--- src/rtl/pwm_drv_pkg.sv ---
package pwm_drv_pkg;

  // Strobes from control to datapath
  typedef struct packed {
    logic load;     // capture input pair this cycle
    logic clear;    // restart request
    logic running;  // run enable
  } ctlStrobe_t;

  typedef enum logic [1:0] {
    IDLE_ALL_LOW  = 2'd0,
    IDLE_ALL_HIGH = 2'd1,
    IDLE_P_HI     = 2'd2,
    IDLE_OFF      = 2'd3
  } idleLvl_e;

  // Returns {oe, p, n} for an idle code
  function automatic logic [2:0] idlePattern(input logic [1:0] lvl);
    case (idleLvl_e'(lvl))
      IDLE_ALL_LOW:  return 3'b100;
      IDLE_ALL_HIGH: return 3'b111;
      IDLE_P_HI:     return 3'b110;
      default:       return 3'b000;
    endcase
  endfunction

endpackage

--- src/rtl/pwm_drv_ctrl.sv ---
module pwm_drv_ctrl
  import pwm_drv_pkg::*;
#(
  parameter int SAMPLE_W = 6
) (
  input  logic                clk,
  input  logic                rstN,
  input  logic                runEn,
  input  logic                softRst,
  input  logic                inValid,
  output logic                inReady,
  output logic [SAMPLE_W-1:0] cnt,
  output ctlStrobe_t          strobe
);
  localparam logic [SAMPLE_W-1:0] CntLast = {SAMPLE_W{1'b1}};

  logic atBoundary;

  always_ff @(posedge clk or negedge rstN) begin
    if (!rstN)                  cnt <= CntLast;
    else if (softRst || !runEn) cnt <= CntLast;
    else                        cnt <= cnt + 1'b1;
  end

  assign atBoundary = runEn && !softRst && (cnt == CntLast);
  assign inReady    = atBoundary;

  always_comb begin
    strobe.load    = atBoundary && inValid;
    strobe.clear   = softRst;
    strobe.running = runEn;
  end
endmodule

--- src/rtl/pwm_drv_dp.sv ---
module pwm_drv_dp
  import pwm_drv_pkg::*;
#(
  parameter int SAMPLE_W = 6,
  parameter int NUM_CH   = 2
) (
  input  logic                       clk,
  input  logic                       rstN,
  input  ctlStrobe_t                 strobe,
  input  logic [SAMPLE_W-1:0]        cnt,
  input  logic signed [SAMPLE_W-1:0] inLeft,
  input  logic signed [SAMPLE_W-1:0] inRight,
  input  logic                       monoMode,
  input  logic [NUM_CH-1:0]          chanEn,
  input  logic                       remapMode,
  input  logic                       invertAll,
  input  logic                       idleRun,
  input  logic [1:0]                 idleLevel,
  output logic [NUM_CH-1:0]          padP,
  output logic [NUM_CH-1:0]          padN,
  output logic [NUM_CH-1:0]          padOe
);
  logic signed [SAMPLE_W-1:0] heldL, heldR;
  logic [NUM_CH-1:0] nextP, nextN, nextOe;
  logic [2:0] idl;

  assign idl = idlePattern(idleLevel);

  always_ff @(posedge clk or negedge rstN) begin
    if (!rstN) begin
      heldL <= '0;
      heldR <= '0;
    end else if (strobe.clear) begin
      heldL <= '0;
      heldR <= '0;
    end else if (strobe.load) begin
      heldL <= inLeft;
      heldR <= inRight;
    end
  end

  for (genvar ch = 0; ch < NUM_CH; ch++) begin : g_chan
    logic signed [SAMPLE_W-1:0] smp;
    logic [SAMPLE_W-1:0] duty, mag;
    logic pwmP, pwmN, actv;

    assign smp  = (ch == 0 || monoMode) ? heldL : heldR;
    // offset-binary duty: sample + half scale
    assign duty = {~smp[SAMPLE_W-1], smp[SAMPLE_W-2:0]};
    assign mag  = smp[SAMPLE_W-1] ? ((~$unsigned(smp)) + 1'b1) : $unsigned(smp);
    assign actv = strobe.running && !idleRun && chanEn[ch];

    always_comb begin
      if (remapMode) begin
        pwmP = !smp[SAMPLE_W-1] && (cnt < mag);
        pwmN =  smp[SAMPLE_W-1] && (cnt < mag);
      end else begin
        pwmP = (cnt < duty);
        pwmN = !(cnt < duty);
      end
    end

    assign nextOe[ch] = actv ? 1'b1 : idl[2];
    assign nextP[ch]  = (actv ? pwmP : idl[1]) ^ invertAll;
    assign nextN[ch]  = (actv ? pwmN : idl[0]) ^ invertAll;
  end

  always_ff @(posedge clk or negedge rstN) begin
    if (!rstN) begin
      padP  <= '0;
      padN  <= '0;
      padOe <= '0;
    end else if (strobe.clear) begin
      padP  <= '0;
      padN  <= '0;
      padOe <= '0;
    end else begin
      padP  <= nextP;
      padN  <= nextN;
      padOe <= nextOe;
    end
  end
endmodule

--- src/rtl/stereo_pwm_driver.sv ---
module stereo_pwm_driver
  import pwm_drv_pkg::*;
#(
  parameter int SAMPLE_W = 6
) (
  input  logic                       clk,
  input  logic                       rstN,
  input  logic                       runEn,
  input  logic                       softRst,
  input  logic                       monoMode,
  input  logic                       leftEn,
  input  logic                       rightEn,
  input  logic                       remapMode,
  input  logic                       invertAll,
  input  logic                       idleRun,
  input  logic [1:0]                 idleLevel,
  input  logic                       inValid,
  output logic                       inReady,
  input  logic signed [SAMPLE_W-1:0] inLeft,
  input  logic signed [SAMPLE_W-1:0] inRight,
  output logic [1:0]                 padP,
  output logic [1:0]                 padN,
  output logic [1:0]                 padOe
);
  ctlStrobe_t          strobe;
  logic [SAMPLE_W-1:0] cnt;

  pwm_drv_ctrl #(.SAMPLE_W(SAMPLE_W)) u_ctrl (
    .clk(clk), .rstN(rstN), .runEn(runEn), .softRst(softRst),
    .inValid(inValid), .inReady(inReady), .cnt(cnt), .strobe(strobe)
  );

  pwm_drv_dp #(.SAMPLE_W(SAMPLE_W), .NUM_CH(2)) u_dp (
    .clk(clk), .rstN(rstN), .strobe(strobe), .cnt(cnt),
    .inLeft(inLeft), .inRight(inRight), .monoMode(monoMode),
    .chanEn({rightEn, leftEn}), .remapMode(remapMode),
    .invertAll(invertAll), .idleRun(idleRun), .idleLevel(idleLevel),
    .padP(padP), .padN(padN), .padOe(padOe)
  );
endmodule

--- config.mk ---
export PLATFORM = sky130hd
export DESIGN_NAME = stereo_pwm_driver
export DESIGN_NICKNAME = d
export VERILOG_FILES = /design/src/rtl/pwm_drv_pkg.sv /design/src/rtl/pwm_drv_ctrl.sv /design/src/rtl/pwm_drv_dp.sv /design/src/rtl/stereo_pwm_driver.sv
export SDC_FILE = /design/constraint.sdc
export NUM_CORES = 1
export LEC_CHECK = 0
export CORE_MARGIN = 5
export CORE_UTILIZATION = 25
export DETAILED_ROUTE_END_ITERATION = 8
export PLACE_DENSITY = 0.41
export SLEW_MARGIN = 30
export SYNTH_ARGS = -nofsm -noshare
export SYNTH_HDL_FRONTEND = slang
export SYNTH_HIERARCHICAL = 1
export SYNTH_SLANG_ARGS = --single-unit
--- constraint.sdc ---
create_clock -name clk -period 3.1 [get_ports clk]
set_clock_uncertainty 0.05 [all_clocks]
set_input_delay 0.62 -clock clk [delete_from_list [all_inputs] [get_ports clk]]
set_output_delay 0.62 -clock clk [all_outputs]
set_load 0.1 [all_outputs]
Word level (Yosys, flattened, before mapping)
Cells that the tools add are included.
Widths: inputs -> output; s select.
{"block": "word_totals", "latch_bits": 0, "input_bits": 25, "mem_bits_rw": 0, "ff_bits": 24, "n_memories": 0, "mem_bits_ro": 0}
{"block": "op_classes", "bitwise": 8, "shifts": 0, "div_mod_pow": 0, "mux": 22, "order_cmp": 4, "eq_ne": 3, "reduce_logical": 20, "n_addsub": 3, "multipliers": 0}
{"op": "$mux 6", "n": 8}
{"op": "$lt 6x6->1", "n": 4}
{"op": "$add 6x1->6 const B", "n": 3}
{"op": "$not 6->6", "n": 2}
{"op": "$logic_and 1x1->1", "n": 10}
{"op": "$mux 1", "n": 10}
{"op": "$pmux 3 s3", "n": 1}
{"op": "$logic_not 1->1", "n": 7}
{"op": "$eq 6x6->1 const B", "n": 1}
{"op": "$mux 2", "n": 3}
{"op": "$xor 1x1->1", "n": 4}
{"op": "$eq 2x1->1 const B", "n": 1}
{"op": "$eq 2x2->1 const B", "n": 1}
{"op": "$logic_not 2->1", "n": 1}
{"op": "$not 1->1", "n": 2}
{"op": "$reduce_bool 2->1", "n": 1}
{"op": "$logic_or 1x1->1", "n": 1}

Longest topological paths before layout
{"block": "depth", "word_depth": 10, "mapped_depth": 12, "depth_no_buf": 11}

Cells and area by module
The synthesis kept the hierarchy.
{"mod": "pwm_drv_dp", "area_per_inst_um2": 1546.5, "n_inst": 1, "seq_area_each_um2": 450.4, "cells_per_inst": 161}
{"mod": "pwm_drv_ctrl", "area_per_inst_um2": 285.3, "n_inst": 1, "seq_area_each_um2": 157.7, "cells_per_inst": 26}

Worst setup path after synthesis
No wires, ideal clock.
{"block": "synth_timing", "path_type": "flip-flop to flip-flop", "startpoint": "register u_ctrl.cnt[1]", "endpoint": "register u_dp.heldL[0], in the netlist u_dp/g_chan[0].smp[0]", "slack_ns": 0.148, "n_path_buf": 1, "arrival_time_ns": 2.770, "t_required_ns": 2.918, "path_stages_with_launch": 8, "synth_period_minus_slack_ns": 2.952, "path_cell_list": "dfstp_2 -> ha_1 -> and4_1 -> and3_1 -> and2_1 -> buf_1 -> mux2i_1 -> nor2_1"}
{"element": "start: declaration", "line": "pwm_drv_ctrl.sv:12", "source": "output logic [SAMPLE_W-1:0] cnt,"}
{"element": "start signal: assignment", "line": "pwm_drv_ctrl.sv:20", "source": "if (!rstN) cnt <= CntLast;"}
{"element": "start signal: assignment", "line": "pwm_drv_ctrl.sv:21", "source": "else if (softRst || !runEn) cnt <= CntLast;"}
{"element": "start signal: assignment", "line": "pwm_drv_ctrl.sv:22", "source": "else cnt <= cnt + 1'b1;"}
{"element": "end signal: assignment", "line": "pwm_drv_dp.sv:37", "source": "heldL <= inLeft;"}
{"element": "end: declaration", "line": "pwm_drv_dp.sv:23", "source": "logic signed [SAMPLE_W-1:0] heldL, heldR;"}

Final worst setup path
{"block": "layout_timing", "startpoint": "input port monoMode", "endpoint": "register u_dp.padP[1]"}
{"block": "layout_via", "elab_chain_cells": 10, "word_cells_on_any_way": 13, "classes_between": "1 x add/sub; 2 x order compare; 5 x mux; 3 x bitwise; 2 x reduce/logical"}
{"element": "start: declaration", "line": "stereo_pwm_driver.sv:10", "source": "input logic monoMode,"}
{"element": "$mux 6 (*)", "line": "pwm_drv_dp.sv:47", "source": "assign smp = (ch == 0 || monoMode) ? heldL : heldR;"}
{"element": "$not 6->6", "line": "pwm_drv_dp.sv:50", "source": "assign mag = smp[SAMPLE_W-1] ? ((~$unsigned(smp)) + 1'b1) : $unsigned(smp);"}
{"element": "$add 6x1->6", "line": "pwm_drv_dp.sv:50"}
{"element": "$mux 6", "line": "pwm_drv_dp.sv:50"}
{"element": "$lt 6x6->1", "line": "pwm_drv_dp.sv:55", "source": "pwmP = !smp[SAMPLE_W-1] && (cnt < mag);"}
{"element": "$logic_and 1x1->1", "line": "pwm_drv_dp.sv:55"}
{"element": "$mux 1 (*)", "line": "pwm_drv_dp.sv:54", "source": "if (remapMode) begin"}
{"element": "$mux 1 (*)", "line": "pwm_drv_dp.sv:64", "source": "assign nextP[ch] = (actv ? pwmP : idl[1]) ^ invertAll;"}
{"element": "$xor 1x1->1 (*)", "line": "pwm_drv_dp.sv:64"}
{"element": "$mux 2 (*)", "line": "pwm_drv_dp.sv:73", "source": "end else if (strobe.clear) begin"}
{"element": "end signal: assignment", "line": "pwm_drv_dp.sv:78", "source": "padP <= nextP;"}
{"element": "end: declaration", "line": "pwm_drv_dp.sv:19", "source": "output logic [NUM_CH-1:0] padP,"}
Mark *: on every way between the ends. The rest lies on a longest branch, timed or not.
A chain may end at the register's enable or synchronous reset.

==> impl_metrics.csv <==
group,metric,value,unit
outcome,status,"complete, no violations",
placed_design,place_inst,326,
run,max_cap_viol_count,0,
power_and_ir_drop,sw_frac_of_total,0.3047,
clock_tree,clock_path_buffers,2,
routing,drt-wirelength-per-cell,13.93,µm
clock_tree,path_clk_slew,0.08,ns
clock_tree,htreeDepth,1,
critical_path,worstPathMaxFanout,6,
hold_path,min_from,"u_ctrl/cnt[0]$_DFF_PN1_",
sta,finalCritPeriodShare,0.9412,
synth,synth_compound_area_frac,0.1202,
synth,synth-async-reset-ratio,1.000,
synth,syn_area,1832,µm²
routing,via_count,1497,
finish,stdcell_count,330,
critical_path,cp.arrival,3.07,ns
global_routing,grt_pass1_wl,7.590,mm
critical_path,reg2reg_to,"u_dp/padN[0]$_DFF_PN0_",
synth,yosys-top-cells-area,"dfrtp_1 25%, ha_1 17%, mux2i_1 11%",
global_routing,grtUsageTotal,0.1072,
floorplanning,die_y,95.60,µm
clock_tree,clock_sinks,24,
finish,finalNetCount,282,
sta,fmax,0.3427,GHz
clock_tree,cts_hold_buffers,0,
routing,drtPass1Iterations,4,
synth,synth.area.mux_share,0.1168,
power_and_ir_drop,leakage,1.019,nW
clock_tree,numCtsBuffers,3,
hold_path,worstHoldPathType,"flip-flop to flip-flop",
synth,synth_nets,237,
synth,synth_top_family_by_area,"simple AND/OR/NAND/NOR gates",
power_and_ir_drop,seq_power_share,0.400,
power_and_ir_drop,switchingPower,269.4,µW
sta,worstMarginPinSlew,0.4817,ns
hold_path,worstHoldEndpoint,"u_ctrl/cnt[0]$_DFF_PN1_",
power_and_ir_drop,finalPower,884.3,µW
synth,ys_seq_area_frac,0.3320,
global_routing,grt_overflow,0,
finish,areaGrowthSynthToFinish,33.26,%
synth,yosysUniqueCellTypes,44,
critical_path,critPathTopFamily,"buffers and inverters",
synth,yosys_most_used_dff,"dfrtp_1",
floorplanning,start_util,0.2553,
critical_path,path_class,"input pin to flip-flop",
critical_path,worstRegToRegCells,11,
power_and_ir_drop,power.density,362.3,nW/µm²
placed_design,gp_congestion,0.7975,
floorplanning,num_io_pins,32,
sta,tns,0,ns
clock_tree,clk_latency,0.28,ns
synth,synth_simple_gate_area_share,0.1796,
synth,yosys.area.top_type,"dfrtp_1",
critical_path,crit_top_cell,"ha_1",
synth,synth_fa_ha_area_frac,0.1708,
critical_path,worstPathCellList,"clkdlybuf4s50_1 > buf_6 > mux2i_4 > ha_1 > a31oi_1 > xor2_1 > ha_1 > nand3_1 > nor2_2 > a21oi_1 > a211oi_2 > xnor2_1 > nor2b_1",
floorplanning,rows,31,
critical_path,crit_path_start_kind,"input pin",
placed_design,port-buffer-count,31,
critical_path,cp_data_required_time,3.25,ns
critical_path,end_kind,"flip-flop",
floorplanning,fp.dieW,95.60,µm
synth,synth_seq_cells,24,
routing,antenna_left,0,
sta,fin_crit,2.918,ns
critical_path,path_buf_inv,2,
floorplanning,core,7176,µm²
global_routing,grt_max_degree,25,
power_and_ir_drop,p_clk_frac,0.318,
synth,post_synth_xor_area_fraction,0.04303,
synth,synth_cells,187,
placed_design,hpwl,3.727,mm
sta,slew-limit-headroom,0.6789,
routing,drc_errors,0,
sta,maxSlewViolCount,0,
critical_path,rrSetupSlack,0.40,ns
power_and_ir_drop,combPwrFrac,0.282,
power_and_ir_drop,internal_power,614.9,µW
finish,drive_gt1_frac,0.1818,
finish,diodes,0,
critical_path,slowest_delay,0.47,ns
synth,ys_warn_count,6,
critical_path,cp_slowest_cell,"clkdlybuf4s50_1",
global_routing,antenna_found_initial,0,
routing,viasPerCell,4.536,
clock_tree,root_buffer,"clkbuf_8",
critical_path,r2r-start,"u_dp/g_chan[0].smp[0]$_DFFE_PN0P_",
sta,hold_viol,0,
clock_tree,cts_tree,"done",
hold_path,min_path_cells,1,
sta,finalSetupViolCount,0,
power_and_ir_drop,vdd_ir_drop_max,122.9,µV
global_routing,grt_pass1_vias,1521,
routing,drt_iter0_drc,53,
synth,synth_edf_count,0,
sta,rsz0062_at_grt,"yes",
routing,routed_wl,4.597,mm
synth,synth_area_per_cell,9.795,µm²
synth,yosysTopAreaCellShare,0.2459,
floorplanning,dieArea,9139,µm²
-- sequential cells by signal (all words and copies together), names as in the netlist --
| signal | flops |
|---|---|
| u_dp/padP | 2 |
| u_dp/heldR | 6 |
| u_dp/padN | 2 |
| u_ctrl/cnt | 6 |
| u_dp/padOe | 2 |
| u_dp/g_chan.smp | 6 |
-- cells in the mapped netlist, types with 3 or more instances --
cell / count
nand4_1: 4
nand2_1: 10
nor2b_1: 3
and3_1: 4
o21ai_1: 3
inv_1: 7
nor2_1: 19
nand2b_1: 3
ha_1: 25
dfrtp_1: 18
a21o_1: 5
nand3_1: 3
xnor2_1: 5
dfstp_2: 6
xor2_1: 4
mux2i_1: 20
a21oi_1: 9
o21ai_0: 5
-- cells by family after synthesis --
kind of cell / count (synthesis)
and+or+nand+nor: 61
AOI/OAI and AO/OA: 33
xor gates and xnor gates: 9
DFF: 24
adders and majority gates: 25
muxes: 21
buffers and inverters: 14
-- worst max path at each step --
stage                                        from                                end  slack (ns)  depth (start not counted)
final                                    monoMode             u_dp/padP[1]$_DFF_PN0_        0.18                         13
after global routing                     monoMode             u_dp/padP[1]$_DFF_PN0_       -0.02                         13
after CTS                                monoMode             u_dp/padN[1]$_DFF_PN0_        0.13                         13
after detailed placement                 monoMode             u_dp/padN[1]$_DFF_PN0_       -0.15                         13
after global placement                   monoMode             u_dp/padN[1]$_DFF_PN0_       -0.15                         12
after floorplan           u_ctrl/cnt[1]$_DFF_PN1_  u_dp/g_chan[0].smp[0]$_DFFE_PN0P_        0.15                          7
-- stage by stage --
step / hold slack (ns) / utilization / area, µm² / setup WS (ns)
floorplan: 0.2744 / - / 1832 / 0.1481
global placement: 0.4325 / 0.3259 / 2338 / -0.1453
detailed placement: 0.4358 / 0.3259 / 2338 / -0.1454
CTS: 0.4579 / 0.3358 / 2410 / 0.1278
global route: 0.4777 / 0.3402 / 2441 / -0.01694
finish: 0.4484 / 0.3402 / 2441 / 0.1823
-- layout by cell type (no fill, tap or decap), drive strengths merged, types with 3 or more instances in the layout --
cell type	netlist	routed
xor2	4	4
nor2b	3	3
nand2	10	10
nand4	4	4
xnor2	5	5
clkdlybuf4s50	0	24
dfstp	6	6
ha	25	25
a211oi	3	3
nand2b	3	3
buf	6	23
inv	7	7
a21o	5	5
nand3	3	3
clkbuf	1	3
and3	4	4
o21ai	8	8
a21oi	9	9
mux2i	21	21
or3	3	3
nor2	19	19
dfrtp	18	18
-- power groups by stage --
| stage | Combinational [mW] | Clock, mW | Sequential [mW] |
|---|---|---|---|
| after floorplan | 0.113 | 0 | 0.400 |
| after global placement | 0.248 | 0 | 0.361 |
| after detailed placement | 0.247 | 0 | 0.361 |
| after CTS | 0.249 | 0.294 | 0.355 |
| after global routing | 0.274 | 0.305 | 0.358 |
| final | 0.249 | 0.281 | 0.354 |
-- layout make-up --
cell class	instances	area [µm²]
Fill cell	742	4735
Multi-Input combinational cell	149	1182
Sequential cell	24	608.1
Timing Repair Buffer	47	429.2
Tap cell	99	123.9
Clock buffer	3	41.29
Clock inverter	1	30.03
Inverter	7	26.28
-- metal layers --
metal	part of all wire	track usage	vias to the layer above	routed length (µm)
li1	-	-	761	-
met1	0.49	0.1424	706	2238
met2	0.48	0.1824	24	2191
met3	0.023	0.02052	6	104
met4	0.014	0.01777	0	63
met5	0	0	-	0
-- timing repair --
item,4_1_cts,5_1_grt
endpoints found under the hold margin,0,0
buffers inserted,0,0
setup endpoints to repair,0,2
resized for setup,0,6
Power figures use the tool's default switching activity.
